[src/rtl/intc_pkg.sv]
package intc_pkg;

    localparam int NUM_IRQ  = 32;
    localparam int NUM_W    = $clog2(NUM_IRQ);
    localparam int PTR_W    = 9;
    localparam int SLOT_SH  = 2;
    localparam int ADDR_W   = PTR_W + NUM_W + SLOT_SH;
    localparam int FIRST_MASKABLE = 2;

    typedef logic [NUM_W-1:0]  num_t;
    typedef logic [PTR_W-1:0]  ptr_t;
    typedef logic [ADDR_W-1:0] addr_t;
    typedef logic [NUM_IRQ-1:0][NUM_W-1:0] rank_tbl_t;

    typedef enum logic [1:0] {
        SRC_HW     = 2'd0,
        SRC_INTR   = 2'd1,
        SRC_TRAP   = 2'd2,
        SRC_SRESET = 2'd3
    } src_e;

    localparam logic [1:0] SWOP_INTR  = 2'd0;
    localparam logic [1:0] SWOP_TRAP  = 2'd1;
    localparam logic [1:0] SWOP_RESET = 2'd2;

    localparam logic [1:0] SEL_MASK    = 2'd0;
    localparam logic [1:0] SEL_FLAGCLR = 2'd1;
    localparam logic [1:0] SEL_GDIS    = 2'd2;
    localparam logic [1:0] SEL_PTR     = 2'd3;

    typedef struct packed {
        logic  valid;
        src_e  src;
        num_t  num;
        addr_t addr;
    } vec_t;

    function automatic addr_t make_vec_addr(ptr_t ptr, num_t n);
        return {ptr, n, {SLOT_SH{1'b0}}};
    endfunction

    function automatic rank_tbl_t default_ranks();
        rank_tbl_t r;
        for (int i = 0; i < NUM_IRQ; i++) begin
            r[i] = num_t'(i) ^ num_t'(NUM_IRQ / 2);
        end
        return r;
    endfunction

endpackage

[src/rtl/intc_flags.sv]
module intc_flags
    import intc_pkg::*;
(
    input  logic               clk,
    input  logic               rst,
    input  logic [NUM_IRQ-1:0] irq_i,
    input  logic               clr_we_i,
    input  logic [NUM_IRQ-1:0] clr_bits_i,
    input  logic               ack_clr_i,
    input  num_t               ack_num_i,
    output logic [NUM_IRQ-1:0] flag_q
);

    logic [NUM_IRQ-1:0] flag_d;

    always_comb begin
        flag_d = flag_q;
        if (clr_we_i) begin
            flag_d = flag_d & ~clr_bits_i;
        end
        if (ack_clr_i) begin
            flag_d[ack_num_i] = 1'b0;
        end
        flag_d = flag_d | irq_i;
    end

    always_ff @(posedge clk) begin
        if (rst) begin
            flag_q <= '0;
        end else begin
            flag_q <= flag_d;
        end
    end

    // every sampled request shows in the flags one edge later
    p_flag_set_r1: assert property (@(posedge clk) disable iff (rst)
        (|irq_i) |=> ((flag_q & $past(irq_i)) == $past(irq_i)));

    // acknowledge clears the serviced flag unless it is re-raised
    p_ack_clear_r7: assert property (@(posedge clk) disable iff (rst)
        (ack_clr_i && !irq_i[ack_num_i]) |=> !flag_q[$past(ack_num_i)]);

endmodule

[src/rtl/intc_regs.sv]
module intc_regs
    import intc_pkg::*;
(
    input  logic               clk,
    input  logic               rst,
    input  logic               wr_en_i,
    input  logic [1:0]         wr_sel_i,
    input  logic [NUM_IRQ-1:0] wr_data_i,
    input  logic               gdis_set_i,
    output logic [NUM_IRQ-1:0] mask_q,
    output logic               gdis_q,
    output ptr_t               ptr_q
);

    always_ff @(posedge clk) begin
        if (rst) begin
            mask_q <= '0;
            gdis_q <= 1'b1;
            ptr_q  <= '1;
        end else begin
            if (wr_en_i && wr_sel_i == SEL_MASK) begin
                mask_q <= wr_data_i;
            end
            if (wr_en_i && wr_sel_i == SEL_PTR) begin
                ptr_q <= wr_data_i[PTR_W-1:0];
            end
            if (gdis_set_i) begin
                gdis_q <= 1'b1;
            end else if (wr_en_i && wr_sel_i == SEL_GDIS) begin
                gdis_q <= wr_data_i[0];
            end
        end
    end

    // leaving reset, the pointer sits at the top of memory
    p_ptr_reset_r3: assert property (@(posedge clk)
        $fell(rst) |-> (ptr_q == '1 && gdis_q && mask_q == '0));

    // a taken interrupt leaves global disable set
    p_gdis_set_r7: assert property (@(posedge clk) disable iff (rst)
        gdis_set_i |=> gdis_q);

endmodule

[src/rtl/intc_arbiter.sv]
module intc_arbiter
    import intc_pkg::*;
#(
    parameter rank_tbl_t RANKS = default_ranks()
) (
    input  logic               clk,
    input  logic               rst,
    input  logic [NUM_IRQ-1:0] flags_i,
    input  logic [NUM_IRQ-1:0] mask_i,
    input  logic               gdis_i,
    output logic               hit_o,
    output num_t               win_num_o,
    output logic [NUM_IRQ-1:0] grant_o
);

    logic [NUM_IRQ-1:0] elig;
    num_t               best_rank;
    logic               found;

    always_comb begin
        elig = flags_i & mask_i & {NUM_IRQ{~gdis_i}};
        elig[FIRST_MASKABLE-1:0] = flags_i[FIRST_MASKABLE-1:0];
    end

    always_comb begin
        found     = 1'b0;
        best_rank = '1;
        win_num_o = '0;
        for (int i = FIRST_MASKABLE; i < NUM_IRQ; i++) begin
            if (elig[i] && (!found || RANKS[i] < best_rank)) begin
                found     = 1'b1;
                best_rank = RANKS[i];
                win_num_o = num_t'(i);
            end
        end
        if (elig[1]) begin
            win_num_o = num_t'(1);
        end
        if (elig[0]) begin
            win_num_o = num_t'(0);
        end
    end

    assign hit_o   = |elig;
    assign grant_o = hit_o ? (NUM_IRQ'(1) << win_num_o) : '0;

    // a maskable grant needs its enable bit and global disable clear
    p_mask_gate_r4: assert property (@(posedge clk) disable iff (rst)
        !(|(grant_o[NUM_IRQ-1:FIRST_MASKABLE] &
            ~(mask_i[NUM_IRQ-1:FIRST_MASKABLE] &
              {(NUM_IRQ-FIRST_MASKABLE){~gdis_i}}))));

    // at most one winner, and a pending number 0 always wins
    p_onehot_r5: assert property (@(posedge clk) disable iff (rst)
        $onehot0(grant_o));
    p_top_prio_r5: assert property (@(posedge clk) disable iff (rst)
        flags_i[0] |-> grant_o[0]);

endmodule

[src/rtl/intc_top.sv]
module intc_top
    import intc_pkg::*;
#(
    parameter rank_tbl_t RANKS = default_ranks()
) (
    input  logic               clk,
    input  logic               rst,
    input  logic [31:0]        irq_i,
    input  logic               sw_valid_i,
    input  logic [1:0]         sw_op_i,
    input  logic [4:0]         sw_num_i,
    input  logic               wr_en_i,
    input  logic [1:0]         wr_sel_i,
    input  logic [31:0]        wr_data_i,
    input  logic               ack_i,
    output logic               vec_valid_o,
    output logic [15:0]        vec_addr_o,
    output logic [4:0]         vec_num_o,
    output logic [31:0]        flags_o,
    output logic [31:0]        mask_o,
    output logic               gdis_o,
    output logic [8:0]         ptr_o
);

    vec_t               vec_q;
    logic [NUM_IRQ-1:0] flag_q;
    logic [NUM_IRQ-1:0] mask_q;
    logic               gdis_q;
    ptr_t               ptr_q;
    logic               hit;
    num_t               win_num;
    logic [NUM_IRQ-1:0] grant;
    logic               ack_take;
    logic               gdis_set;
    logic               sw_take;
    num_t               sw_eff_num;
    src_e               sw_src;

    assign ack_take = ack_i && vec_q.valid;
    assign gdis_set = ack_take && (vec_q.src != SRC_TRAP);
    assign sw_take  = sw_valid_i && (sw_op_i != 2'd3);

    always_comb begin
        unique case (sw_op_i)
            SWOP_TRAP:  begin sw_src = SRC_TRAP;   sw_eff_num = sw_num_i; end
            SWOP_RESET: begin sw_src = SRC_SRESET; sw_eff_num = '0;       end
            default:    begin sw_src = SRC_INTR;   sw_eff_num = sw_num_i; end
        endcase
    end

    intc_flags u_flags (
        .clk        (clk),
        .rst        (rst),
        .irq_i      (irq_i),
        .clr_we_i   (wr_en_i && wr_sel_i == SEL_FLAGCLR),
        .clr_bits_i (wr_data_i),
        .ack_clr_i  (ack_take),
        .ack_num_i  (vec_q.num),
        .flag_q     (flag_q)
    );

    intc_regs u_regs (
        .clk        (clk),
        .rst        (rst),
        .wr_en_i    (wr_en_i),
        .wr_sel_i   (wr_sel_i),
        .wr_data_i  (wr_data_i),
        .gdis_set_i (gdis_set),
        .mask_q     (mask_q),
        .gdis_q     (gdis_q),
        .ptr_q      (ptr_q)
    );

    intc_arbiter #(.RANKS(RANKS)) u_arb (
        .clk       (clk),
        .rst       (rst),
        .flags_i   (flag_q),
        .mask_i    (mask_q),
        .gdis_i    (gdis_q),
        .hit_o     (hit),
        .win_num_o (win_num),
        .grant_o   (grant)
    );

    always_ff @(posedge clk) begin
        if (rst) begin
            vec_q <= '0;
        end else if (ack_take) begin
            vec_q.valid <= 1'b0;
        end else if (!vec_q.valid) begin
            if (sw_take) begin
                vec_q.valid <= 1'b1;
                vec_q.src   <= sw_src;
                vec_q.num   <= sw_eff_num;
                vec_q.addr  <= make_vec_addr(ptr_q, sw_eff_num);
            end else if (hit) begin
                vec_q.valid <= 1'b1;
                vec_q.src   <= SRC_HW;
                vec_q.num   <= win_num;
                vec_q.addr  <= make_vec_addr(ptr_q, win_num);
            end
        end
    end

    assign vec_valid_o = vec_q.valid;
    assign vec_addr_o  = vec_q.addr;
    assign vec_num_o   = vec_q.num;
    assign flags_o     = flag_q;
    assign mask_o      = mask_q;
    assign gdis_o      = gdis_q;
    assign ptr_o       = ptr_q;

    // an unacknowledged vector does not move
    p_hold_r6: assert property (@(posedge clk) disable iff (rst)
        (vec_q.valid && !ack_i) |=>
            (vec_q.valid && $stable(vec_q.addr) && $stable(vec_q.num)));

    // one vector per acknowledge
    p_one_per_ack_r7: assert property (@(posedge clk) disable iff (rst)
        ack_take |=> !vec_q.valid);

    // acknowledging a trap keeps global disable as it was
    p_trap_keep_r9: assert property (@(posedge clk) disable iff (rst)
        (ack_take && vec_q.src == SRC_TRAP &&
         !(wr_en_i && wr_sel_i == SEL_GDIS)) |=> (gdis_q == $past(gdis_q)));

endmodule

[config.mk]
export PLATFORM = sky130hd
export DESIGN_NAME = intc_top
export DESIGN_NICKNAME = d
export VERILOG_FILES = /design/src/rtl/intc_pkg.sv /design/src/rtl/intc_flags.sv /design/src/rtl/intc_regs.sv /design/src/rtl/intc_arbiter.sv /design/src/rtl/intc_top.sv
export SDC_FILE = /design/constraint.sdc
export NUM_CORES = 1
export LEC_CHECK = 0
export BUFFER_PORTS_ARGS = -buffer_cell sky130_fd_sc_hd__buf_2
export CAP_MARGIN = 0
export CORE_MARGIN = 8
export CORE_UTILIZATION = 45
export CTS_BUF_LIST = sky130_fd_sc_hd__clkbuf_4 sky130_fd_sc_hd__clkbuf_8
export DETAILED_ROUTE_END_ITERATION = 10
export PLACE_DENSITY = 0.71
export SLEW_MARGIN = 20
export SYNTH_ARGS = -nofsm -noshare
export SYNTH_HDL_FRONTEND = slang
export SYNTH_HIERARCHICAL = 1
export SYNTH_SLANG_ARGS = --single-unit
[constraint.sdc]
create_clock -name clk -period 5.4 [get_ports clk]
set_clock_uncertainty 0.15 [all_clocks]
set_input_delay 0.54 -clock clk [delete_from_list [all_inputs] [get_ports clk]]
set_output_delay 0.54 -clock clk [all_outputs]
set_load 0.01 [all_outputs]
==> results.yml <==
layout:
  fin_nets: 834
  fillers: 1123
  antenna_cells: 0
  drive_above_1_share_pct: 29.9
  area_delta_synth_final_pct: 17.3
  post-route-util_pct: 53.1
worst_setup_path:
  worst_path_largest_cell_delay_ps: 600
  slowest_stage: "dfxtp_1"
  cp_top_family: "compound AO/OA/AOI/OAI gates"
  worst_setup_path_start_kind: "flip-flop"
  worstPathRequired_ps: 5480
  arrival_ps: 2840
  crit_chain: "buf_4 > a21oi_1 > a211oi_1 > nand2_1 > inv_1 > a21oi_4 > a2111oi_1"
  crit_fanout: 21
  critPathCaptureType: "flip-flop"
  cp_num_buf_inv: 2
  worstSetupPathType: "flip-flop to flip-flop"
pwr:
  internal-power_w: 0.00111
  switching_share_pct: 30.7
  ir_worst_vdd_uv: 160
  pwr-share-seq_pct: 48.8
  pwr-share-clk_pct: 32.9
  p_leak_nw: 2.54
  switchingPower_w: 0.000490
  combPwrFrac_pct: 18.3
  power_density_nw_per_um2: 255
global_routing:
  antenna_found_initial: 0
  overflow: 0
  grt_max_degree: 143
  grt_pass1_wl_mm: 26.6
  gr-usage-all-layers_pct: 20.8
  grt_pass1_vias: 5118
synth:
  syn_area_um2: 5350
  syn_avg_cell_area_um2: 8.62
  yosysWarnings: 6
  synthCells: 620
sta:
  hold_viol: 0
  setup_tns_ps: 0
  fin_crit_ps: 2750
  slew_headroom_pct: 28.5
  setup_viol: 0
  period_share_pct: 51.0
  drv_slew: 0
  tightest_slew_ps: 1070
  timing.fmax_mhz: 363
  grt_setup_unrepaired: "false"
floorplanning:
  die_w_um: 125
  initial_core_util_pct: 45.3
  die_area_um2: 15600
  rows: 40
  die_h_um: 125
  ios: 174
  core-area_um2: 11800
cts:
  cts_root_buf: "clkbuf_8"
  insertion_delay_ps: 360
  cts_setup_buffers: 0
  cts_resized: 0
  numCtsBuffers: 9
  ctsHtreeMaxLevel: 3
  cts.path.max_buffers: 2
  clock_sinks: 91
  clkTransAtPathRegs_ps: 100
  cts_tree: "yes"
  hold_buffers: 0
detailed_routing:
  drc_errors: 0
  drt-initial-drc-count: 503
  num_vias: 5234
  routed_wl_mm: 17.1
  wire_per_inst_um: 18.9
  first_pass_iters: 6
  ant_nets: 0
  viasPerCell: 5.78
placed_design:
  numPortBuffers: 171
  dpl.hpwl_mm: 12.7
  routabilityCongestion: 0.901
status:
  status: "finished, final reports clean"
worst_hold_path:
  hp-class: "input port to flip-flop"
run:
  maxCapViolations: 0
## routing by layer
layer	vias up	routed length (µm)	GRT usage, %
li1	2474	-	-
met1	2487	7240	24.9
met2	242	8210	35.3
met3	31	1330	5.44
met4	0	343	7.02
met5	-	0	0
## power groups by stage
stage                     clock network (W)  registers [W]  logic, W
after floorplan                           0       0.000788  0.000196
after global placement                    0       0.000791  0.000286
after detailed placement                  0       0.000794  0.000292
after CTS                          0.000535       0.000779  0.000294
after global routing               0.000557       0.000787  0.000317
final                              0.000526       0.000781  0.000293
## final timing paths
path / start / end / slack [ps] / cells after the start
max reg2reg: u_regs/gdis_q$_SDFFE_PP1P_ / vec_num_o[0]$_SDFFE_PP0P_ / 2650 / 7
max: u_regs/gdis_q$_SDFFE_PP1P_ / vec_num_o[0]$_SDFFE_PP0P_ / 2650 / 7
min: wr_data_i[15] / u_regs/mask_q[15]$_SDFFE_PP0P_ / 290 / 3
min reg2reg: vec_addr_o[13]$_SDFFE_PP0P_ / vec_addr_o[13]$_SDFFE_PP0P_ / 330 / 2
## tightest hold or removal path, delay by kind of cell
kind	cells	cell delay, ps
multiplexers	1	60
buffers and inverters	1	110
AND/OR/NAND/NOR	1	60
## flip-flops by register name (all words and copies together), names as in the netlist
register / flops
u_flags/flag_q: 32
u_regs/mask_q: 32
vec_addr_o: 10
u_regs/ptr_q: 9
vec_num_o: 4
vec_q: 2
u_regs/gdis_q: 1
vec_valid_o: 1
## layout make-up
class | instances | area, µm² | share of cell area, %
clock inverter | 7 | 101 | 1.62
clock buffer | 9 | 124 | 1.98
sequential | 91 | 1820 | 29.1
timing repair buffer | 174 | 885 | 14.1
tap | 147 | 184 | 2.93
inverter | 6 | 22.5 | 0.359
multi-input combinational | 471 | 3130 | 50.0
## placed cells by master (no fill, tap or decap), drive strengths merged, types with 4 or more instances in the layout
cell type  count
a21oi         43
nand3         13
inv            7
mux2i         51
nor2b          5
nor3          77
or2            4
a211oi         6
nand2         53
a31oi          9
or3b           5
a22oi         16
nand2b        83
and2           6
buf          174
dfxtp         91
a22o           4
nand3b         8
clkbuf         9
and4bb         5
a2111oi        7
a32oi          4
nor2          30
## metrics by stage
step | cells | setup slack (ps) | area, µm² | hold slack, ps | power [W]
after CTS | 905 | 2700 | 6270 | 275 | 0.00161
after floorplan | 621 | 3110 | 5350 | 299 | 0.000983
final | 905 | 2650 | 6270 | 289 | 0.00160
after detailed placement | 889 | 2750 | 6040 | 317 | 0.00109
after global placement | 889 | 2870 | 6040 | 311 | 0.00108
after global routing | 905 | 2440 | 6270 | 291 | 0.00166
No activity file was read; power rests on OpenSTA's default activity.
